### src/rtl/pvic_pkg.sv
package pvic_pkg;
  localparam int unsigned PRIO_W    = 4;
  localparam int unsigned CODE_W    = 12;
  localparam int unsigned N_FIX     = 10;
  localparam int unsigned N_FLD     = 8;
  localparam logic [CODE_W-1:0] AUX_BASE  = 12'hB00;
  localparam logic [CODE_W-1:0] EXT_BASE  = 12'h200;
  localparam logic [CODE_W-1:0] CODE_STEP = 12'h020;

  // nibble index into {prio_b, prio_a}
  function automatic int unsigned fld_of(int unsigned src);
    case (src)
      0:       return 3;
      1:       return 2;
      2, 3:    return 1;
      4, 5, 6: return 0;
      7:       return 7;
      8:       return 6;
      9:       return 5;
      default: return 4;
    endcase
  endfunction

  function automatic logic [CODE_W-1:0] code_of(int unsigned src);
    case (src)
      0:       return 12'h400;
      1:       return 12'h420;
      2:       return 12'h440;
      3:       return 12'h460;
      4:       return 12'h480;
      5:       return 12'h4A0;
      6:       return 12'h4C0;
      7:       return 12'h560;
      8:       return 12'h620;
      9:       return 12'h600;
      default: return AUX_BASE + CODE_W'(src - N_FIX) * CODE_STEP;
    endcase
  endfunction
endpackage

### src/rtl/pvic_regs.sv
module pvic_regs #(
  parameter int unsigned N_AUX = 32,
  parameter int unsigned DW    = 32
) (
  input  logic                                    clk_i,
  input  logic                                    rst_ni,
  input  logic                                    wr_en_i,
  input  logic [1:0]                              wr_addr_i,
  input  logic [DW-1:0]                           wr_data_i,
  output logic [pvic_pkg::N_FLD*pvic_pkg::PRIO_W-1:0] prio_o,
  output logic [N_AUX-1:0]                        mask_o
);
  localparam int unsigned HW = 16;

  logic [HW-1:0]    prio_a_q, prio_b_q;
  logic [N_AUX-1:0] mask_q;

  always_ff @(posedge clk_i or negedge rst_ni) begin
    if (!rst_ni) begin
      prio_a_q <= '0;
      prio_b_q <= '0;
      mask_q   <= '1;
    end else if (wr_en_i) begin
      case (wr_addr_i)
        2'd0: prio_a_q <= wr_data_i[HW-1:0];
        2'd1: prio_b_q <= wr_data_i[HW-1:0];
        2'd2: mask_q   <= mask_q | wr_data_i[N_AUX-1:0];
        default: mask_q <= mask_q & ~wr_data_i[N_AUX-1:0];
      endcase
    end
  end

  assign prio_o = {prio_b_q, prio_a_q};
  assign mask_o = mask_q;
endmodule

### src/rtl/pvic_cand.sv
module pvic_cand #(
  parameter int unsigned N_AUX = 32,
  localparam int unsigned N_INT  = pvic_pkg::N_FIX + N_AUX,
  localparam int unsigned N_CAND = N_INT + 1,
  localparam int unsigned PW     = pvic_pkg::PRIO_W,
  localparam int unsigned CW     = pvic_pkg::CODE_W
) (
  input  logic [N_INT-1:0]                 req_i,
  input  logic [pvic_pkg::N_FLD*PW-1:0]    prio_i,
  input  logic [N_AUX-1:0]                 mask_i,
  input  logic [3:0]                       ext_lvl_i,
  output logic [N_CAND-1:0][PW-1:0]        cprio_o,
  output logic [N_CAND-1:0][CW-1:0]        ccode_o
);
  localparam logic [3:0] EXT_NONE = 4'hF;

  for (genvar i = 0; i < N_INT; i++) begin : g_src
    localparam int unsigned F = pvic_pkg::fld_of(i);
    logic live;
    if (i < pvic_pkg::N_FIX) begin : g_fix
      assign live = req_i[i];
    end else begin : g_aux
      assign live = req_i[i] & ~mask_i[i-pvic_pkg::N_FIX];
    end
    assign cprio_o[i] = live ? prio_i[F*PW +: PW] : '0;
    assign ccode_o[i] = pvic_pkg::code_of(i);
  end

  assign cprio_o[N_INT] = (ext_lvl_i == EXT_NONE) ? '0 : PW'(4'd15 - ext_lvl_i);
  assign ccode_o[N_INT] = pvic_pkg::EXT_BASE + CW'(ext_lvl_i) * pvic_pkg::CODE_STEP;
endmodule

### src/rtl/pvic_arb.sv
module pvic_arb #(
  parameter int unsigned N  = 43,
  parameter int unsigned PW = 4,
  parameter int unsigned CW = 12
) (
  input  logic [N-1:0][PW-1:0] prio_i,
  input  logic [N-1:0][CW-1:0] code_i,
  output logic                 valid_o,
  output logic [PW-1:0]        prio_o,
  output logic [CW-1:0]        code_o
);
  // strict compare: earlier index keeps a tie
  always_comb begin
    prio_o = '0;
    code_o = '0;
    for (int i = 0; i < N; i++) begin
      if (prio_i[i] > prio_o) begin
        prio_o = prio_i[i];
        code_o = code_i[i];
      end
    end
    valid_o = (prio_o != '0);
  end
endmodule

### src/rtl/pvic_top.sv
module pvic_top #(
  parameter int unsigned N_AUX = 32,
  localparam int unsigned N_INT = pvic_pkg::N_FIX + N_AUX,
  localparam int unsigned DW    = (N_AUX > 16) ? N_AUX : 16,
  localparam int unsigned PW    = pvic_pkg::PRIO_W,
  localparam int unsigned CW    = pvic_pkg::CODE_W
) (
  input  logic             clk_i,
  input  logic             rst_ni,
  input  logic             wr_en_i,
  input  logic [1:0]       wr_addr_i,
  input  logic [DW-1:0]    wr_data_i,
  input  logic [N_INT-1:0] req_i,
  input  logic [3:0]       ext_lvl_i,
  input  logic             ack_i,
  output logic [PW-1:0]    level_o,
  output logic [CW-1:0]    evt_code_o
);
  localparam int unsigned N_CAND = N_INT + 1;

  logic [pvic_pkg::N_FLD*PW-1:0] prio;
  logic [N_AUX-1:0]              mask;
  logic [N_CAND-1:0][PW-1:0]     cprio;
  logic [N_CAND-1:0][CW-1:0]     ccode;
  logic                          win_valid;
  logic [PW-1:0]                 win_prio;
  logic [CW-1:0]                 win_code;
  logic [PW-1:0]                 level_q;
  logic [CW-1:0]                 code_q;

  pvic_regs #(.N_AUX(N_AUX), .DW(DW)) u_regs (
    .clk_i, .rst_ni, .wr_en_i, .wr_addr_i, .wr_data_i,
    .prio_o(prio), .mask_o(mask)
  );

  pvic_cand #(.N_AUX(N_AUX)) u_cand (
    .req_i, .prio_i(prio), .mask_i(mask), .ext_lvl_i,
    .cprio_o(cprio), .ccode_o(ccode)
  );

  pvic_arb #(.N(N_CAND), .PW(PW), .CW(CW)) u_arb (
    .prio_i(cprio), .code_i(ccode),
    .valid_o(win_valid), .prio_o(win_prio), .code_o(win_code)
  );

  always_ff @(posedge clk_i or negedge rst_ni) begin
    if (!rst_ni) begin
      level_q <= '0;
      code_q  <= '0;
    end else begin
      level_q <= win_prio;
      if (ack_i && win_valid) code_q <= win_code;
    end
  end

  assign level_o    = level_q;
  assign evt_code_o = code_q;
endmodule

### config.mk
export PLATFORM = sky130hd
export DESIGN_NAME = pvic_top
export DESIGN_NICKNAME = d
export VERILOG_FILES = /design/src/rtl/pvic_pkg.sv /design/src/rtl/pvic_regs.sv /design/src/rtl/pvic_cand.sv /design/src/rtl/pvic_arb.sv /design/src/rtl/pvic_top.sv
export SDC_FILE = /design/constraint.sdc
export NUM_CORES = 1
export LEC_CHECK = 0
export ABC_AREA = 1
export ABC_CLOCK_PERIOD_IN_PS = 36600
export CELL_PAD_IN_SITES_DETAIL_PLACEMENT = 1
export CELL_PAD_IN_SITES_GLOBAL_PLACEMENT = 1
export CORE_MARGIN = 1.5
export CORE_UTILIZATION = 39
export CTS_CLUSTER_SIZE = 24
export DETAILED_ROUTE_END_ITERATION = 6
export GPL_TIMING_DRIVEN = 0
export PLACE_DENSITY = 0.89
export SLEW_MARGIN = 25
export SYNTH_ARGS = -nofsm -noshare
export SYNTH_HDL_FRONTEND = slang
export SYNTH_SLANG_ARGS = --single-unit
### constraint.sdc
create_clock -name clk_i -period 36.6 [get_ports clk_i]
set_input_delay 7.32 -clock clk_i [delete_from_list [all_inputs] [get_ports clk_i]]
set_output_delay 7.32 -clock clk_i [all_outputs]
set_load 0.005 [all_outputs]
# --- After elaboration in Yosys (flattened, before gate mapping) ---
# Index checks and enable logic that the tools add are counted.
word_totals:
  register_bits: 80
  out_inout_bits: 16
  elab_cells: 258
  in_bits: 84
classes:
  eq_ne: 3
  n_bitwise: 68
  magnitude_cmp: 43
  mux: 130
  n_addsub: 2
  n_reduce_logical: 7
op_table:
  columns: ["cell", "n"]
  rows:
  - ["12-bit two-way mux", 33]
  - ["4-bit two-way mux", 86]
  - ["4-bit greater-than comparator", 42]
  - ["11-bit two-way mux", 10]
  - ["32-bit one-hot mux with 2 select lines", 1]
  - ["1-bit NOT", 33]
  - ["1-bit bitwise AND", 32]
  - ["32-bit bitwise AND", 1]
  - ["32-bit NOT", 1]
  - ["32-bit bitwise OR", 1]
  - ["10-bit by 9-bit adder with 11-bit output (first input constant)", 1]
  - ["2-bit AND reduction", 3]
  - ["4-bit == test (second input constant)", 1]
  - ["4-bit by 1-bit greater-than comparator with 1-bit output (second input constant)", 1]
  - ["4-bit nonzero test", 1]
  - ["4-bit subtractor (first input constant)", 1]
  - ["2-bit by 1-bit == test with 1-bit output (second input constant)", 1]
  - ["2-bit == test (second input constant)", 1]
  - ["2-bit logical NOT", 1]
  - ["2-bit OR reduction", 1]
  - ["1-bit logical AND", 1]

# --- Logic depth before layout (Yosys ltp) ---
logic_depth:
  word_depth: 89
  depth_mapped: 388
  mapped_depth_nobuf: 386

# --- By module ---
# A second synthesis with hierarchy kept.
hier_totals:
  cells_unflattened: 3548
  area_unflattened_um2: 22450.3
modules_own_cells:
  columns: ["mod", "cells_per_inst", "seq_area_each_um2", "area_per_inst_um2", "n_inst"]
  rows:
  - ["pvic_arb", 2362, 0.0, 13903.3, 1]
  - ["pvic_cand", 810, 0.0, 5072.4, 1]
  - ["pvic_regs", 320, 1641.6, 2891.5, 1]
  - ["pvic_top", 56, 400.4, 583.1, 1]

# --- Least setup slack after synthesis ---
# OpenSTA, ideal clock, no wires.
synth_timing:
  path_type: "in2reg"
  start: "input req_i[1]"
  end: "register code_q[9] (netlist: evt_code_o[9])"
  setup_ns: 0.116
  setup_slack_ns: -7.686
  t_required_ns: 36.484
  path_stages: 343
  path_buffers: 3
  arrival_ns: 44.170
  path_cell_list: "nand2_1 inv_1 ha_1 nand2_1 nand2_1 nand4_1 nand2_2 nand2_2 nand2_1 o21ai_0 ha_1 nand2_1 nor2_4 nand2_2 nand2_4 nand2_4 nand2_1 o21ai_0 (+307 left out) nand2_1 inv_1 nand2_1 inv_2 nand3_2 nand3_1 nand2_1 ha_1 inv_1 nor2_1 o21ai_0 nand2_1 nand2_1 buf_2 o21ai_0 or2_2 nand3_1 nand2_1"
synth_via:
  elab_chain_cells: 87
  elab_cells_between_ends: 129
  cone_classes: "order compare (42); mux (85); reduce/logical (2)"
synth_rtl:
  columns: ["element", "line_no", "text"]
  rows:
  - ["start, declared", "pvic_top.sv:13", "input logic [N_INT-1:0] req_i,"]
  - ["4-bit two-way mux (*)", "pvic_cand.sv:25", "assign cprio_o[i] = live ? prio_i[F*PW +: PW] : '0;"]
  - ["4-bit greater-than comparator", "pvic_arb.sv:17", "if (prio_i[i] > prio_o) begin"]
  - ["4-bit two-way mux", "pvic_arb.sv:17", null]
  - ["4-bit greater-than comparator", "pvic_arb.sv:17", null]
  - ["4-bit two-way mux", "pvic_arb.sv:17", null]
  - ["4-bit greater-than comparator", "pvic_arb.sv:17", null]
  - ["4-bit two-way mux", "pvic_arb.sv:17", null]
  - ["4-bit greater-than comparator", "pvic_arb.sv:17", null]
  - ["(+71 left out)", null, null]
  - ["4-bit greater-than comparator", "pvic_arb.sv:17", null]
  - ["4-bit two-way mux", "pvic_arb.sv:17", null]
  - ["4-bit greater-than comparator", "pvic_arb.sv:17", null]
  - ["4-bit two-way mux", "pvic_arb.sv:17", null]
  - ["4-bit greater-than comparator", "pvic_arb.sv:17", null]
  - ["4-bit two-way mux", "pvic_arb.sv:17", null]
  - ["4-bit nonzero test", "pvic_arb.sv:22", "valid_o = (prio_o != '0);"]
  - ["1-bit logical AND", "pvic_top.sv:52", "if (ack_i && win_valid) code_q <= win_code;"]
  - ["end signal, assigned", "pvic_top.sv:52", null]
  - ["end, declared", "pvic_top.sv:29", "logic [CW-1:0] code_q;"]
# Every way passes the cells marked *; elsewhere a longest branch is shown, timed or not.
# A chain may end at the register's enable or synchronous reset.

# --- Final worst setup path ---
layout_timing:
  start: "input req_i[0]"
  end: "register code_q[10] (netlist: evt_code_o[10])"
layout_via:
  elab_chain_cells: 89
  elab_cells_between_ends: 132
  cone_classes: "order compare (43); mux (87); reduce/logical (2)"
layout_rtl:
  columns: ["element", "line_no"]
  rows:
  - ["4-bit two-way mux (*)", "pvic_cand.sv:25"]
  - ["4-bit by 1-bit greater-than comparator with 1-bit output", "pvic_arb.sv:17"]
  - ["4-bit two-way mux", "pvic_arb.sv:17"]
  - ["4-bit greater-than comparator", "pvic_arb.sv:17"]
  - ["4-bit two-way mux", "pvic_arb.sv:17"]
  - ["4-bit greater-than comparator", "pvic_arb.sv:17"]
  - ["4-bit two-way mux", "pvic_arb.sv:17"]
  - ["4-bit greater-than comparator", "pvic_arb.sv:17"]
  - ["(+73 left out)", null]
  - ["4-bit greater-than comparator", "pvic_arb.sv:17"]
  - ["4-bit two-way mux", "pvic_arb.sv:17"]
  - ["4-bit greater-than comparator", "pvic_arb.sv:17"]
  - ["4-bit two-way mux", "pvic_arb.sv:17"]
  - ["4-bit greater-than comparator", "pvic_arb.sv:17"]
  - ["4-bit two-way mux", "pvic_arb.sv:17"]
  - ["4-bit nonzero test", "pvic_arb.sv:22"]
  - ["1-bit logical AND", "pvic_top.sv:52"]
# Marks and branches as above.

==> impl_metrics.toml <==
[run_status]
status = "complete, but fails checks"
violations = "design-rule violations, negative setup slack"

[synth]
synth_top_family_by_area = "simple AND/OR/NAND/NOR gates"
synthArstFlopShare_pct = 100
synth_flop_cell = "dfrtp_1"
ys_types = 42
synthXorXnorAreaFrac_pct = 0
synth-compound-area-share_pct = 7.41
yosysWarnings = 0
synth_edf_count = 0
syn_inst = 2078
yosysTopAreaCellShare_pct = 16.6
yosys.area.top_type = "nand2_1"
yosysSeqAreaShare_pct = 14.6
synth_area_per_cell_sq_um = 6.31
synthAdderAreaFrac_pct = 8.40
synthMuxAreaShare_pct = 2.44
netlist_area_sq_mm = 0.0131
synth.area.top_cells = "nand2_1 (17%), nand3_1 (8.9%), ha_1 (8.4%), dfrtp_1 (8.2%), inv_1 (7.7%)"
post_synth_and_or_nand_nor_area_fraction_pct = 55.7
synth-seq-cells = 75

[routing]
vias = 19599
drt-total-wl_mm = 94.5
wl_per_cell_microns = 32.4
dr.pass1.iters = 7
remaining_drc_errors = 4
drt-initial-drc-count = 2569
postRouteAntennaNets = 0
drt-vias-per-instance = 6.71

[grt]
overflow = 0
grt_pass1_vias = 19492
grt_max_degree = 53
grt_pass1_wl_mm = 113
antenna_found_initial = 4
grt_use_total_pct = 41.5

[worst_hold_path]
hold_depth = 2
hp-class = "flip-flop to flip-flop"

[timing]
grt_setup_unrepaired = "true"
min_period_over_period_pct = 143
worst_slack_ns = -15.68
setup_viol_count_final = 11
slew_headroom_pct = 29.3
final_max_slew_viol_count = 0
clock_skew_ns = 0.0149
hold_viol = 0
max_freq_mhz = 19.1
worst_slew_pin_slew_ns = 1.05
period_needed_ns = 52.28

[worst_setup_path]
cp.arrival_ns = 52.60
cpMaxStageDelayCell = "a21oi_1"
cp_num_buf_inv = 58
reg2reg_slack_ns = -9.13
cpPeakStageDelay_ns = 0.76
critPathKind = "input pin to flip-flop"
ff2ff_path_depth = 349
cp.required_ns = 36.92
critPathMostFrequentCell = "nand2_4"
cp_top_family = "simple AND/OR/NAND/NOR gates"
r2r-start = "u_regs.prio_a_q[9]$_DFFE_PN0P_"
critPathCaptureType = "flip-flop"
startpoint_type = "input pin"
crit_fanout = 8
reg2reg_to = "evt_code_o[10]$_DFFE_PN0P_"

[floorplan]
core_area_sq_mm = 0.0328
io-pin-count = 100
dieArea_sq_mm = 0.0347
die_y_microns = 186
row_count = 66
die_w_microns = 186
start_util_pct = 40.0

[cells_and_area]
layout.cells.most_common = "nand2_1"
drive_above_1_share_pct = 43.6
mostFrequentLayoutCells = "nand2_1 (456), buf_4 (283), inv_1 (232), nand3_1 (211), nand2_2 (179)"
final_cell_count_no_fill = 2919
nNetsFinal = 2642
ff_latch_area_sq_mm = 0.00192
multiInputGateArea_sq_mm = 0.0124
design_area_sq_mm = 0.0199
syn_to_final_growth_pct = 51.6
fill_cells = 4132

[place]
post-place-ws_ns = -11.61
gp_congestion = 0.874
placed_area_sq_mm = 0.0152
port_buffers = 92
dp.cells = 2617
place_hpwl_mm = 35.1

[clock_tree]
root_buffer = "clkbuf_16"
cts.sinks = 75
cts_tree = "built"
htreeDepth = 3
hold_buffers = 0
cts_buffers = 9
max-clock-path-buffers = 2
clk_pin_slew_ns = 0.09
clk_latency_ns = 0.39

[job]
cap_violations = 0
==> worst max path at each step <==
stage                         from                         end  slack (ns)  cells past startpoint
after global routing      req_i[0]   evt_code_o[9]$_DFFE_PN0P_      -16.27                    354
after detailed placement  req_i[1]  evt_code_o[10]$_DFFE_PN0P_      -11.61                    338
after CTS                 req_i[1]   evt_code_o[5]$_DFFE_PN0P_       -7.96                    348
after global placement    req_i[1]   evt_code_o[8]$_DFFE_PN0P_       -9.97                    343
final                     req_i[0]  evt_code_o[10]$_DFFE_PN0P_      -15.68                    349
after floorplan           req_i[0]   evt_code_o[9]$_DFFE_PN0P_       -6.15                    343
==> cell families (layout without fill, tap and decap cells) <==
family	Yosys count	after routing
other cells	1	7
buf+inv	372	765
compound gates	174	174
mux	32	32
flops	75	75
simple gates	1336	1336
fa+ha+maj	88	88
==> Yosys cell counts, types with 4 or more instances <==
library cell    n
nand3b_4        4
nand2_2       161
nand3_1       232
buf_4           7
nand3_4        26
nand3b_1       24
inv_1         270
dfstp_2        32
nor2_1        128
nand2_1       580
nand4_1        10
clkinv_2        4
inv_2          46
a21oi_1         9
nand3_2        16
nor2_2         38
buf_6           8
nand2_4        73
dfrtp_1        43
ha_1           88
o21bai_1       33
clkbuf_1       16
o21ai_0       124
clkinv_1       17
nor2_4         38
mux2i_1        32
==> layer usage <==
layer	part of all wire (%)	wire (microns)	global-route usage, %
met5	0.023	22	0
met4	12	11000	35.7
met3	13	12100	10.1
met2	43	40800	70.9
met1	32	30600	42.8
==> through the flow <==
step | hold WS, ns | TNS (ns) | utilization, %
2_1_floorplan | 0.453 | -65.97 | -
3_3_place_gp | 0.455 | -107.87 | 46.2
3_5_place_dp | 0.464 | -125.80 | 46.3
4_1_cts | 0.499 | -86.09 | 56.8
5_1_grt | 0.566 | -174.29 | 60.6
6_report | 0.568 | -167.08 | 60.6
==> cell type report <==
class | count | area share [%]
Antenna cell | 2 | 0.0252
Sequential cell | 75 | 9.65
Inverter | 338 | 6.51
Tap cell | 442 | 2.78
Clock buffer | 9 | 1.13
Clock inverter | 7 | 0.334
Buffer | 34 | 1.14
Multi-Input combinational cell | 1635 | 62.5
Timing Repair Buffer | 377 | 15.9
==> timing repair <==
action	4_1_cts	5_1_grt
hold endpoints to repair	0	0
pin swaps	228	239
setup buffers	189	95
setup endpoints to repair	11	11
resized for setup	281	167
==> worst min-delay path, stage by stage (launching register included) <==
cell	delay [ns]
dfstp_2	0.37
inv_1	0.10
mux2i_1	0.09
Power is not shown: default switching activity piles up to over one toggle a cycle in this logic, so the estimate is an artifact.
